### src/rtl/mcfg_pkg.sv
package mcfg_pkg;
  localparam int unsigned DATA_W  = 16;
  localparam int unsigned BIT_IA  = 15;
  localparam int unsigned BIT_IB  = 14;
  localparam int unsigned BIT_GO  = 13;
  localparam int unsigned BIT_EN  = 12;

  typedef enum logic {RUN_IDLE = 1'b0, RUN_BUSY = 1'b1} run_e;
endpackage

### src/rtl/mcfg_sync.sv
module mcfg_sync #(
  parameter int unsigned STAGES = 2
) (
  input  logic clk_i,
  input  logic rst_ni,
  input  logic d_i,
  output logic q_o
);
  logic [STAGES-1:0] chain_q;

  generate
    if (STAGES == 1) begin : g_one
      always_ff @(posedge clk_i or negedge rst_ni)
        if (!rst_ni) chain_q <= '0;
        else         chain_q <= d_i;
    end else begin : g_many
      always_ff @(posedge clk_i or negedge rst_ni)
        if (!rst_ni) chain_q <= '0;
        else         chain_q <= {chain_q[STAGES-2:0], d_i};
    end
  endgenerate

  assign q_o = chain_q[STAGES-1];
endmodule

### src/rtl/mcfg_store.sv
module mcfg_store
  import mcfg_pkg::*;
#(
  parameter int unsigned ADDR_W   = 4,
  parameter int unsigned REG_ADDR = 0
) (
  input  logic              clk_i,
  input  logic              rst_ni,
  input  logic              mt_srst_i,
  input  logic              rt1_srst_i,
  input  logic              rt2_srst_i,
  input  logic [ADDR_W-1:0] addr_i,
  input  logic              wr_i,
  input  logic [DATA_W-1:0] wdata_i,
  input  logic              en_pin_s_i,
  output logic [DATA_W-1:0] rdata_o,
  output logic [DATA_W-1:0] cfg_o,
  output logic              go_req_o
);
  localparam logic [ADDR_W-1:0] SEL = ADDR_W'(REG_ADDR);

  logic              hit;
  logic [DATA_W-1:0] cfg_q, cfg_d;

  assign hit = wr_i && (addr_i == SEL);

  always_comb begin
    cfg_d = cfg_q;
    if (hit) begin
      cfg_d         = wdata_i;
      cfg_d[BIT_GO] = 1'b0;                          // strobe, never stored
      cfg_d[BIT_EN] = wdata_i[BIT_EN] & en_pin_s_i;  // cannot set while pin low
    end
  end

  always_ff @(posedge clk_i or negedge rst_ni)
    if (!rst_ni) cfg_q <= '0;
    else         cfg_q <= cfg_d;

  // enable is resolved before start within the same write
  assign go_req_o = hit && wdata_i[BIT_GO] && cfg_d[BIT_EN] && en_pin_s_i;
  assign cfg_o    = cfg_q;
  assign rdata_o  = (addr_i == SEL) ? cfg_q : '0;

  p_go_reads_zero_r8: assert property (@(posedge clk_i) disable iff (!rst_ni)
    rdata_o[BIT_GO] == 1'b0);

  p_soft_reset_inert_r3: assert property (@(posedge clk_i) disable iff (!rst_ni)
    ((mt_srst_i || rt1_srst_i || rt2_srst_i) && !hit) |=> $stable(cfg_q));

  p_en_gated_r7: assert property (@(posedge clk_i) disable iff (!rst_ni)
    (hit && !en_pin_s_i) |=> !cfg_q[BIT_EN]);
endmodule

### src/rtl/mcfg_seq.sv
module mcfg_seq
  import mcfg_pkg::*;
(
  input  logic clk_i,
  input  logic rst_ni,
  input  logic go_req_i,
  input  logic en_eff_i,
  input  logic done_i,
  output logic start_o,
  output logic abort_o
);
  run_e run_q;
  logic start_q;

  // abort is combinational so it is seen in the cycle the enable drops
  assign abort_o = (run_q == RUN_BUSY) && !en_eff_i;

  always_ff @(posedge clk_i or negedge rst_ni)
    if (!rst_ni) begin
      run_q   <= RUN_IDLE;
      start_q <= 1'b0;
    end else begin
      start_q <= go_req_i;
      if (go_req_i)                run_q <= RUN_BUSY;
      else if (abort_o || done_i)  run_q <= RUN_IDLE;
    end

  assign start_o = start_q;

  p_abort_needs_run_r10: assert property (@(posedge clk_i) disable iff (!rst_ni)
    abort_o |-> (run_q == RUN_BUSY));

  p_abort_ends_run_r11: assert property (@(posedge clk_i) disable iff (!rst_ni)
    (abort_o && !go_req_i) |=> (run_q == RUN_IDLE));

  p_start_sets_run_r8: assert property (@(posedge clk_i) disable iff (!rst_ni)
    start_o |-> (run_q == RUN_BUSY));
endmodule

### src/rtl/mcfg_master_ctl.sv
module mcfg_master_ctl
  import mcfg_pkg::*;
#(
  parameter int unsigned ADDR_W      = 4,
  parameter int unsigned REG_ADDR    = 0,
  parameter int unsigned SYNC_STAGES = 2
) (
  input  logic              clk_i,
  input  logic              rst_ni,
  input  logic              mt_srst_i,
  input  logic              rt1_srst_i,
  input  logic              rt2_srst_i,
  input  logic [ADDR_W-1:0] addr_i,
  input  logic              wr_i,
  input  logic [15:0]       wdata_i,
  output logic [15:0]       rdata_o,
  input  logic              inh_a_pin_i,
  input  logic              inh_b_pin_i,
  input  logic              ctl_en_pin_i,
  input  logic              ctl_done_i,
  output logic              inh_a_o,
  output logic              inh_b_o,
  output logic              ctl_en_o,
  output logic              ctl_start_o,
  output logic              ctl_abort_o
);
  logic              en_pin_s;
  logic              go_req;
  logic [DATA_W-1:0] cfg;

  mcfg_sync #(.STAGES(SYNC_STAGES)) u_en_sync (
    .clk_i (clk_i),
    .rst_ni(rst_ni),
    .d_i   (ctl_en_pin_i),
    .q_o   (en_pin_s)
  );

  mcfg_store #(.ADDR_W(ADDR_W), .REG_ADDR(REG_ADDR)) u_store (
    .clk_i     (clk_i),
    .rst_ni    (rst_ni),
    .mt_srst_i (mt_srst_i),
    .rt1_srst_i(rt1_srst_i),
    .rt2_srst_i(rt2_srst_i),
    .addr_i    (addr_i),
    .wr_i      (wr_i),
    .wdata_i   (wdata_i),
    .en_pin_s_i(en_pin_s),
    .rdata_o   (rdata_o),
    .cfg_o     (cfg),
    .go_req_o  (go_req)
  );

  assign inh_a_o  = cfg[BIT_IA] | inh_a_pin_i;
  assign inh_b_o  = cfg[BIT_IB] | inh_b_pin_i;
  assign ctl_en_o = cfg[BIT_EN] & en_pin_s;

  mcfg_seq u_seq (
    .clk_i   (clk_i),
    .rst_ni  (rst_ni),
    .go_req_i(go_req),
    .en_eff_i(ctl_en_o),
    .done_i  (ctl_done_i),
    .start_o (ctl_start_o),
    .abort_o (ctl_abort_o)
  );

  p_inh_a_pin_r4: assert property (@(posedge clk_i) disable iff (!rst_ni)
    inh_a_pin_i |-> inh_a_o);

  p_inh_b_pin_r5: assert property (@(posedge clk_i) disable iff (!rst_ni)
    inh_b_pin_i |-> inh_b_o);

  p_start_with_en_r9: assert property (@(posedge clk_i) disable iff (!rst_ni)
    ctl_start_o |-> cfg[BIT_EN]);

  p_en_needs_pin_r6: assert property (@(posedge clk_i) disable iff (!rst_ni)
    ctl_en_o |-> en_pin_s);
endmodule

### config.mk
export PLATFORM = sky130hd
export DESIGN_NAME = mcfg_master_ctl
export DESIGN_NICKNAME = d
export VERILOG_FILES = /design/src/rtl/mcfg_pkg.sv /design/src/rtl/mcfg_sync.sv /design/src/rtl/mcfg_store.sv /design/src/rtl/mcfg_seq.sv /design/src/rtl/mcfg_master_ctl.sv
export SDC_FILE = /design/constraint.sdc
export NUM_CORES = 1
export LEC_CHECK = 0
export CELL_PAD_IN_SITES_DETAIL_PLACEMENT = 1
export CELL_PAD_IN_SITES_GLOBAL_PLACEMENT = 1
export CORE_AREA = 10 10 66 68
export DETAILED_ROUTE_END_ITERATION = 10
export DIE_AREA = 0 0 76 78
export MAX_ROUTING_LAYER = met4
export PLACE_DENSITY_LB_ADDON = 0.1
export SLEW_MARGIN = 10
export SYNTH_ARGS = -nofsm -noshare
export SYNTH_HDL_FRONTEND = slang
export SYNTH_HIERARCHICAL = 1
export SYNTH_SLANG_ARGS = --single-unit
### constraint.sdc
create_clock -name clk_i -period 3.4 [get_ports clk_i]
set_clock_uncertainty 0.05 [all_clocks]
set_input_delay 0.68 -clock clk_i [delete_from_list [all_inputs] [get_ports clk_i]]
set_output_delay 0.68 -clock clk_i [all_outputs]
set_load 0.005 [all_outputs]
---- Word level (Yosys, flattened, before mapping) ----
Index checks and enable logic that the tools add are counted.
storage, ports and cells
  output and inout port bits .............. 21
  word-level logic and storage cells ...... 22
  flip-flop bits (word level) ............. 19
cells by class
  bitwise gates (word level) .............. 4
  reduce and logical (&&, ||, !) cells .... 9
  muxes and demuxes ....................... 4
operators with widths
  cell                number
  16-bit two-way mux  1
  13-bit two-way mux  1
  1-bit logical AND   5
  4-bit logical NOT   1
  1-bit AND           2
  1-bit two-way mux   2
  1-bit OR            2
  2-bit nonzero test  1
  1-bit logical NOT   1
  1-bit logical OR    1

---- Logic depth before layout (Yosys ltp) ----
  word-level depth ........................ 6
  depth in mapped cells ................... 5

---- Modules after synthesis ----
The synthesis kept the hierarchy.
modules (own cells, without submodules)
  module           instances  cells each  area an instance (µm²)
  mcfg_store       1          55          748.2
  mcfg_seq         1          5           70.1
  mcfg_sync        1          2           50.0
  mcfg_master_ctl  1          3           18.8

---- Worst setup path after synthesis ----
Ideal clock, no wire load.
  path type ............................... input to output
  start ................................... in addr_i[3]
  end ..................................... out rdata_o[10]
  stages on the path ...................... 3
  required time ........................... 2.670 ns
  setup slack ............................. 1.187 ns
  arrival ................................. 1.483 ns
  path through ............................ nor4_4 clkbuf_1 and2_1
between the ends
  longest elaborated chain between the ends .. 2
ends and longest elaborated chain
  item                line                   RTL
  from (decl)         mcfg_master_ctl.sv:13  input logic [ADDR_W-1:0] addr_i,
  4-bit logical NOT   mcfg_store.sv:43       assign rdata_o = (addr_i == SEL) ? cfg_q : '0;
  16-bit two-way mux  mcfg_store.sv:43
  to (decl)           mcfg_master_ctl.sv:16  output logic [15:0] rdata_o,
No other way between the ends.

---- Worst setup path in the final report ----
  start ................................... in addr_i[3]
  end ..................................... out rdata_o[8]
The elaborated chain is that of the path after synthesis.

==> flow_summary.yaml <==
die:
  start_util_pct: 27.7
  rows: 21
  die_h_um: 78
  die_w_um: 76
  fp.coreArea_um2: 3180
  dieArea_um2: 5930
  ioPinCount: 51
power:
  comb_power_share_pct: 22.8
  seqPwrFrac_pct: 55.3
  irDropWorstVdd_mv: 0.168
  p_sw_share_pct: 22.5
  p_leak_uw: 0.000615
  p_switching_uw: 117
  power.total_uw: 517
  intPower_uw: 401
  power_density_nw_per_um2: 367
  clock_power_share_pct: 21.9
critical_path:
  required_ns: 2.67
  timing.rr.start: "u_store/cfg_o[12]"
  cpMostUsedCell: "clkdlybuf4s50_1"
  critPathArrivalTime_ns: 2.31
  cp-start-kind: "input port"
  crit_chain: "clkdlybuf4s50_1 > nor4_4 > buf_4 > and2_1 > clkdlybuf4s50_1"
  slowest_stage: "clkdlybuf4s50_1"
  critical_path_class: "input port to output port"
  reg2reg_depth: 3
  regToRegSetupSlack_ns: 2.54
  end_kind: "output port"
  cp_slowest_stage_delay_ns: 0.50
  crit_path_max_fanout: 17
  rr_endpoint: "u_seq/run_q"
global_routing:
  grt_pass1_wl_um: 3970
  overflow: 0
  grt.total_usage_pct: 8.77
  grt_pass1_vias: 771
  antenna_found_initial: 0
  grt_start_max_net_pins: 20
timing:
  tightest_slew_ns: 0.890
  slew_violations: 0
  clock.fmax_ghz: 0.329
  tns_ns: 0
  finalHoldViolations: 0
  slew_headroom_pct: 40.5
  rsz0062_at_grt: "no"
  setup_ws_ns: 0.363
  setup_viol: 0
  period_needed_ns: 3.04
  fin_crit_sh_pct: 89.3
synthesis:
  synth_area_um2: 880
  ys_warn_count: 6
  synth_nets: 94
  syn_inst: 64
  syn_avg_cell_area_um2: 13.7
clock_network:
  cts_sinks: 19
  cts_max_path_buffers: 2
  cts_root_buf: "clkbuf_4"
  cts_tree: "built"
  clk-insertion-delay-late_ns: 0.29
  cts_hold_buf: 0
  htreeDepth: 1
  cts_buffers: 3
  post_cts_buffers: 0
  cts-resized-gates: 0
  clk_pin_slew_worst_paths_ns: 0.10
drt:
  wl_per_cell_um: 15.0
  drt-initial-drc-count: 13
  via_per_inst: 4.04
  final_antenna_net_count: 0
  firstDrtPassIters: 3
  totalWireLength_um: 2380
  drc: 0
  num_vias: 638
hold_path:
  hp-class: "register to register"
  hold_end: "u_en_sync/chain_q[1]"
  whs_path_depth: 0
  worstHoldStart: "u_en_sync/chain_q[0]"
place:
  pre_cts_ws_ns: 0.341
  gp_congestion: 0.662
  place_inst: 154
  portBuffers: 46
  place_area_um2: 1380
  dp_hpwl_um: 1790
run:
  maxCapViolations: 0
final_layout:
  fin_area_um2: 1410
  area_growth_syn_to_layout_pct: 60.2
  fin_nets: 143
  layout-drive-gt1-share_pct: 19.6
  fin_cells: 158
  diodes: 0
outcome:
  status: "finished, final reports clean"
-- sequential cells by signal, indices dropped and copies added, names as in the netlist --
register,count
u_store/cfg_o,15
u_en_sync/chain_q,2
u_seq/run_q,1
u_seq/start_o,1
-- metal layers --
layer  up-vias  global-route usage [%]  wire length, µm
li1        305                       -                -
met1       304                    9.68             1110
met2        27                    14.4             1120
met3         2                    3.57              120
met4         0                    2.27               21
met5         -                       -                0
-- how the worst max path moves through the flow --
stage	from	endpoint	slack, ns	cells after the start
floorplan	addr_i[3]	rdata_o[10]	1.19	3
global placement	addr_i[3]	rdata_o[11]	0.35	5
detailed placement	addr_i[3]	rdata_o[10]	0.34	5
CTS	addr_i[3]	rdata_o[12]	0.33	5
global route	addr_i[3]	rdata_o[9]	0.28	5
finish	addr_i[3]	rdata_o[8]	0.36	5
-- worst max-delay path, delay by kind of cell --
family	cells	cell delay, ns
buf+inv	3	1.19
simple gates	2	0.43
-- per-stage QoR --
step	util, %	hold slack, ns
4_1_cts	44.3	0.314
6_report	44.3	0.308
5_1_grt	44.3	0.326
2_1_floorplan	-	0.281
3_3_place_gp	43.5	0.286
3_5_place_dp	43.5	0.286
-- final cells by class --
type / instances / area [µm²]
flip-flops and latches: 19 / 475
repair buffers: 47 / 468
multi-input cells: 42 / 382
clock buffers: 4 / 26.3
fillers: 343 / 1770
well taps: 46 / 57.6
-- power by group through the flow --
stage          Combinational [µW]  Sequential (µW)  Clock [µW]
2_1_floorplan                61.6              285           0
3_3_place_gp                  118              289           0
3_5_place_dp                  120              292           0
4_1_cts                       121              287         126
5_1_grt                       129              293         137
6_report                      118              286         113
-- cells in the final DEF (no fill, tap or decap), drive strengths merged --
cell           count
or2                2
nor2               1
nand3              1
nor4               1
clkdlybuf4s50     46
and2              16
nand4              1
clkbuf             4
o21bai             1
buf                1
a21bo              1
mux2              14
and2b              1
nand2              2
dfrtp             19
conb               1
Power figures use the tool's default switching activity.
